`config.mk`:
```
export PLATFORM = sky130hd
export DESIGN_NAME = extint_sense
export DESIGN_NICKNAME = d
export VERILOG_FILES = /design/src/rtl/extint_pkg.sv /design/src/rtl/extint_datapath.sv /design/src/rtl/extint_ctrl.sv /design/src/rtl/extint_sense.sv
export SDC_FILE = /design/constraint.sdc
export NUM_CORES = 1
export LEC_CHECK = 0
export ABC_AREA = 1
export BUFFER_PORTS_ARGS = -buffer_cell sky130_fd_sc_hd__buf_2
export CORE_AREA = 2 2 39 41
export DETAILED_ROUTE_END_ITERATION = 8
export DIE_AREA = 0 0 41 43
export HOLD_SLACK_MARGIN = 0.12
export PLACE_DENSITY = 0.46
export SLEW_MARGIN = 20
export SYNTH_ARGS = -nofsm -noshare
export SYNTH_HDL_FRONTEND = slang
export SYNTH_SLANG_ARGS = --single-unit
```
`constraint.sdc`:
```
create_clock -name clk -period 1.1 [get_ports clk]
set_input_delay 0.275 -clock clk [delete_from_list [all_inputs] [get_ports clk]]
set_output_delay 0.275 -clock clk [all_outputs]
set_load 0.05 [all_outputs]
```
`src/rtl/extint_pkg.sv`:
```
package extint_pkg;

  typedef enum logic [1:0] {
    SENSE_LOW  = 2'b00,
    SENSE_ANY  = 2'b01,
    SENSE_FALL = 2'b10,
    SENSE_RISE = 2'b11
  } senseMode_e;

  typedef struct packed {
    logic armRise;
    logic armFall;
    logic clearFlag;
  } dpStrobe_t;

endpackage

```
`src/rtl/extint_datapath.sv`:
```
module extint_datapath
  import extint_pkg::*;
#(
  parameter int SYNC_STAGES = 2
) (
  input  logic      clk,
  input  logic      rstN,
  input  logic      pinAsync,
  input  dpStrobe_t strobe,
  output logic      pinLow,
  output logic      edgeFlag
);

  logic [SYNC_STAGES-1:0] syncQ;
  logic pinSync;
  logic prevQ;
  logic riseHit;
  logic fallHit;
  logic setHit;

  always_ff @(posedge clk or negedge rstN) begin
    if (!rstN) syncQ[0] <= 1'b1;
    else       syncQ[0] <= pinAsync;
  end

  generate
    for (genvar i = 1; i < SYNC_STAGES; i++) begin : g_sync
      always_ff @(posedge clk or negedge rstN) begin
        if (!rstN) syncQ[i] <= 1'b1;
        else       syncQ[i] <= syncQ[i-1];
      end
    end
  endgenerate

  assign pinSync = syncQ[SYNC_STAGES-1];
  assign pinLow  = ~pinSync;

  always_ff @(posedge clk or negedge rstN) begin
    if (!rstN) prevQ <= 1'b1;
    else       prevQ <= pinSync;
  end

  assign riseHit = pinSync & ~prevQ;
  assign fallHit = ~pinSync & prevQ;
  assign setHit  = (strobe.armRise & riseHit) | (strobe.armFall & fallHit);

  always_ff @(posedge clk or negedge rstN) begin
    if (!rstN)                 edgeFlag <= 1'b0;
    else if (setHit)           edgeFlag <= 1'b1;
    else if (strobe.clearFlag) edgeFlag <= 1'b0;
  end


  set_wins_chk: assert property (@(posedge clk) disable iff (!rstN)
    (setHit && strobe.clearFlag) |=> edgeFlag);


  ack_clear_chk: assert property (@(posedge clk) disable iff (!rstN)
    (strobe.clearFlag && !setHit) |=> !edgeFlag);


  no_arm_chk: assert property (@(posedge clk) disable iff (!rstN)
    (!edgeFlag && !strobe.armRise && !strobe.armFall) |=> !edgeFlag);


  rise_detect_chk: assert property (@(posedge clk) disable iff (!rstN)
    (strobe.armRise && $rose(pinSync)) |=> edgeFlag);


  fall_detect_chk: assert property (@(posedge clk) disable iff (!rstN)
    (strobe.armFall && $fell(pinSync)) |=> edgeFlag);

endmodule

```
`src/rtl/extint_ctrl.sv`:
```
module extint_ctrl
  import extint_pkg::*;
#(
  parameter int CTRL_W = 4
) (
  input  logic              clk,
  input  logic              rstN,
  input  logic              writeEn,
  input  logic [CTRL_W-1:0] writeData,
  input  logic              globalEn,
  input  logic              maskEn,
  input  logic              ack,
  input  logic              pinLow,
  input  logic              edgeFlag,
  output dpStrobe_t         strobe,
  output logic [CTRL_W-1:0] ctrlRead,
  output logic              irqReq
);

  localparam int SENSE_W = 2;
  localparam int RES_W   = CTRL_W - SENSE_W;

  senseMode_e senseReg;
  logic levelSel;

  always_ff @(posedge clk or negedge rstN) begin
    if (!rstN)        senseReg <= SENSE_LOW;
    else if (writeEn) senseReg <= senseMode_e'(writeData[SENSE_W-1:0]);
  end

  assign ctrlRead = {{RES_W{1'b0}}, senseReg};

  always_comb begin
    strobe.armRise   = (senseReg == SENSE_RISE) || (senseReg == SENSE_ANY);
    strobe.armFall   = (senseReg == SENSE_FALL) || (senseReg == SENSE_ANY);
    strobe.clearFlag = ack;
  end

  assign levelSel = (senseReg == SENSE_LOW);
  assign irqReq   = globalEn & maskEn & (levelSel ? pinLow : edgeFlag);


  readback_chk: assert property (@(posedge clk) disable iff (!rstN)
    writeEn |=> ctrlRead[SENSE_W-1:0] == $past(writeData[SENSE_W-1:0]));


  sense_hold_chk: assert property (@(posedge clk) disable iff (!rstN)
    !writeEn |=> $stable(ctrlRead));

endmodule

```
`src/rtl/extint_sense.sv`:
```
module extint_sense
  import extint_pkg::*;
#(
  parameter int SYNC_STAGES = 2,
  parameter int CTRL_W      = 4
) (
  input  logic              clk,
  input  logic              rstN,
  input  logic              pinAsync,
  input  logic              writeEn,
  input  logic [CTRL_W-1:0] writeData,
  output logic [CTRL_W-1:0] ctrlRead,
  input  logic              globalEn,
  input  logic              maskEn,
  input  logic              ack,
  output logic              irqReq
);

  dpStrobe_t strobe;
  logic pinLow;
  logic edgeFlag;

  extint_ctrl #(.CTRL_W(CTRL_W)) u_ctrl (
    .clk      (clk),
    .rstN     (rstN),
    .writeEn  (writeEn),
    .writeData(writeData),
    .globalEn (globalEn),
    .maskEn   (maskEn),
    .ack      (ack),
    .pinLow   (pinLow),
    .edgeFlag (edgeFlag),
    .strobe   (strobe),
    .ctrlRead (ctrlRead),
    .irqReq   (irqReq)
  );

  extint_datapath #(.SYNC_STAGES(SYNC_STAGES)) u_dp (
    .clk     (clk),
    .rstN    (rstN),
    .pinAsync(pinAsync),
    .strobe  (strobe),
    .pinLow  (pinLow),
    .edgeFlag(edgeFlag)
  );

endmodule

```
Word-level counts from Yosys, hierarchy flattened
Cells that the tools add are included.
- mux-type cells: 3
- reductions and logical operators: 4
- equality and inequality tests: 3
- bitwise logic cells: 9
- operator list (kind ; count):
    1-bit bitwise AND ; 6
    2-bit == test, second input constant ; 2
    1-bit 2-to-1 mux ; 3
    2-bit by 1-bit == test with 1-bit output, second input constant ; 1
    2-bit logical NOT ; 1
    1-bit logical OR ; 2
    1-bit NOT ; 2
    2-bit nonzero test ; 1
    1-bit OR ; 1
- bits of input ports: 11
- word-level logic and storage cells: 24
- bits in registers: 6
- output and inout port bits: 5

Logic depth before layout (Yosys ltp)
- word-level depth: 5
- mapped depth: 6
- depth with buffers taken out: 6

Cells and area by module
Synthesis repeated with hierarchy kept, for this count alone.
- cells, all modules: 34
- area total of the unflattened synthesis: 307.8 sq um
- by module, submodules not included (module ; area an instance (sq um) ; seq. area each (sq um) ; times used ; cells each):
    extint_ctrl ; 173.9 ; 50.0 ; 1 ; 23
    extint_datapath ; 133.9 ; 103.8 ; 1 ; 11

Worst setup path after synthesis
Ideal clock, no wire load.
- path kind: reg-to-output
- start: register u_ctrl.senseReg[0]
- end: output irqReq
- arrival: 1739 ps
- path buffers: 0
- setup slack: -914 ps
- data required time: 825 ps
- stages on the path, launching flop included: 6
- cell sequence: dfrtp_1 inv_1 ha_1 nand2_1 o21ai_0 nor2_1
- word-level cells in the longest chain between the ends: 3
- ends and longest elaborated chain (item ; line ; text):
    start, declared ; extint_ctrl.sv:23 ; senseMode_e senseReg;
    start signal, assigned ; extint_ctrl.sv:28 ; else if (writeEn) senseReg <= senseMode_e'(writeData[SENSE_W-1:0]);
    2-bit logical NOT ; extint_ctrl.sv:39 ; assign levelSel = (senseReg == SENSE_LOW);
    1-bit 2-to-1 mux ; extint_ctrl.sv:40 ; assign irqReq = globalEn & maskEn & (levelSel ? pinLow : edgeFlag);
    1-bit bitwise AND ; extint_ctrl.sv:40 ;
    end, declared ; extint_sense.sv:16 ; output logic irqReq
No other way between the ends.

Worst setup path after layout
Same ends and word-level chain as after synthesis.

==> flow_metrics.tcl <==
set metrics [dict create \
    clock_skew_ns 0.00526 \
    yosysWarningCount 0 \
    drv_cap 0 \
    overflow 0 \
    hold_class "input pin to flip-flop" \
    power.density_nw_per_um2 1270 \
    synthArstFlopShare 1.00 \
    final_layout_size_suffix_gt1_frac 0.759 \
    ys_seq_elements 6 \
    dp_hpwl_um 442 \
    fin_tns_setup_ns -0.771 \
    cts_buffer_depth 2 \
    first_global_vias 278 \
    ir_worst_vdd_mv 0.553 \
    worstSkewPairLatency_ns 0.24 \
    synth_area_sq_um 299 \
    die_w_um 41 \
    min_period_ns 1.43 \
    cts_tree "built" \
    insertedDiodeCount 0 \
    antenna_left 0 \
    fin_cells 70 \
    gp_congestion 0.635 \
    end_kind "primary output" \
    fmax_ghz 0.698 \
    grt_max_degree 7 \
    grt_use_total 0.0859 \
    violations "negative setup slack" \
    hold_violations 0 \
    synthCells 32 \
    slew_viol_final 0 \
    grt_setup_unrepaired "yes" \
    fp.dieArea_sq_um 1760 \
    root_buffer "clkbuf_4" \
    first_pass_iters 1 \
    core_area_sq_um 1380 \
    crit_type "flip-flop to primary output" \
    synth.area.top_cells "dfstp_2 26%, dfrtp_1 25%, ha_1 13%" \
    drc_errors 0 \
    synthDistinctLibCells 13 \
    placementRows 14 \
    finalWorstSetupSlack_ns -0.332 \
    setup_viol_count_final 4 \
    dp.cells 62 \
    leakage_uw 0.000261 \
    synth_ff_type "dfstp_2" \
    synthToLayoutAreaGrowth_pct 82.8 \
    htreeDepth 1 \
    p_total_uw 692 \
    synth-edff-count 0 \
    drtIter0Drc 0 \
    clkTransAtPathRegs_ns 0.04 \
    utilization 0.395 \
    dieHeight_um 43 \
    io-pin-count 16 \
    cts-buffers-inserted 3 \
    crit_required_ns 0.82 \
    path_max_fanout 2 \
    grt_pass1_wl_um 1000 \
    synthTopCellsByCount "7 x nand2_1, 5 x inv_1" \
    via_per_inst 3.81 \
    start_util 0.216 \
    io_buffer_count 11 \
    critPathArrivalTime_ns 1.16 \
    cts.sinks 6 \
    netlist.area_leader.share 0.264 \
    synth_top_area_cell "dfstp_2" \
    vias 267 \
    start_kind "flip-flop" \
    wl_um 567 \
    synth_area_per_cell_sq_um 9.34 \
    finish.net_count 69 \
    outcome "finished, violations left" \
    yosysSeqAreaShare 0.515 \
    antenna_found_initial 0 \
    fin_crit_sh 1.30 \
    wl_per_cell_um 8.10 \
    synth.most_common_cell "nand2_1" \
]
[state kept, by name, indices dropped and copies added (netlist names)]
name / flops
u_ctrl.senseReg: 2
u_dp.edgeFlag: 1
u_dp.pinSync: 1
u_dp.prevQ: 1
u_dp.syncQ: 1
[layout by cell type (no fill, tap or decap)]
master	Yosys	final
clkbuf_4	0	3
nor2_4	0	1
nand3_2	1	2
conb_1	1	2
inv_1	5	1
o21ai_0	3	2
dlygate4sd3_1	0	1
dfrtp_2	0	2
inv_2	1	5
buf_2	0	8
dfrtp_1	3	1
nor2_2	1	1
o21ai_2	0	1
buf_4	2	5
nand2_1	7	5
dfstp_2	3	3
ha_4	0	3
clkbuf_1	0	1
buf_6	0	3
nand2_2	0	2
buf_8	0	2
[stage by stage]
step,setup WS (ns),hold slack [ns],instance area [sq um]
2_1_floorplan,-0.352,-0.0206,337
3_3_place_gp,-0.178,0.103,427
3_5_place_dp,-0.196,0.102,427
4_1_cts,-0.343,0.126,538
5_1_grt,-0.384,0.132,547
6_report,-0.332,0.138,547
[path summary, 6_finish.rpt]
| check | from | endpoint | slack [ns] | cells past startpoint |
|---|---|---|---|---|
| worst max-delay path | u_ctrl.senseReg[0]$_DFFE_PN0P_ | irqReq | -0.33 | 6 |
| worst min-delay path | pinAsync | u_dp.syncQ[0]$_DFF_PN1_ | 0.14 | 1 |
| worst max register to register | u_ctrl.senseReg[0]$_DFFE_PN0P_ | u_dp.edgeFlag$_DFFE_PN0P_ | -0.03 | 7 |
| worst min register to register | u_dp.syncQ[0]$_DFF_PN1_ | u_dp.pinSync$_DFF_PN1_ | 0.35 | 0 |
| max in group asynchronous | rstN | u_dp.pinSync$_DFF_PN1_ | 0.50 | 2 |
| min in group asynchronous | rstN | u_dp.edgeFlag$_DFFE_PN0P_ | 0.38 | 2 |
[area by class of cell]
class	instances	area, sq um
Sequential cell	6	156
Fill cell	156	837
Inverter	6	22.5
Timing Repair Buffer	19	151
Multi-Input combinational cell	19	170
Tap cell	16	20.0
Clock buffer	4	26.3
[report_power, final]
group / total, uW / internal (uW) / switching, uW
Sequential: 259 / 246 / 12.8
Clock: 211 / 137 / 74.1
Combinational: 223 / 102 / 120
Total: 692 / 485 / 207
[layer usage]
| metal | GRT usage | part of all wire |
|---|---|---|
| met5 | 0 | 0 |
| met4 | 0.0600 | 0 |
| met3 | 0.0157 | 0.041 |
| met2 | 0.134 | 0.56 |
| met1 | 0.0987 | 0.40 |
[cell families (layout without fill, tap and decap cells)]
group,count (synthesis),count (layout),synth area share
compound gates,3,3,0.0502
fa+ha+maj,3,3,0.126
buf+inv,8,29,0.126
flops,6,6,0.515
other cells,1,2,0.0125
simple gates,11,11,0.172
[worst max-delay path, cell delays in order, from the launching register on]
cell     delay (ns)
dfrtp_2        0.40
inv_2          0.08
ha_4           0.14
nand2_2        0.04
o21ai_2        0.07
nor2_4         0.04
buf_6          0.14
[timing repair]
| action | 4_1_cts | 5_1_grt |
|---|---|---|
| setup buffers | 5 | 0 |
| pin swaps | 4 | 2 |
| endpoints found under the setup margin | 3 | 4 |
| hold buffers | 1 | 0 |
| gates resized for setup | 11 | 7 |
| hold endpoints to repair | 6 | 0 |
Note: power is estimated with default switching activity, not from simulation.
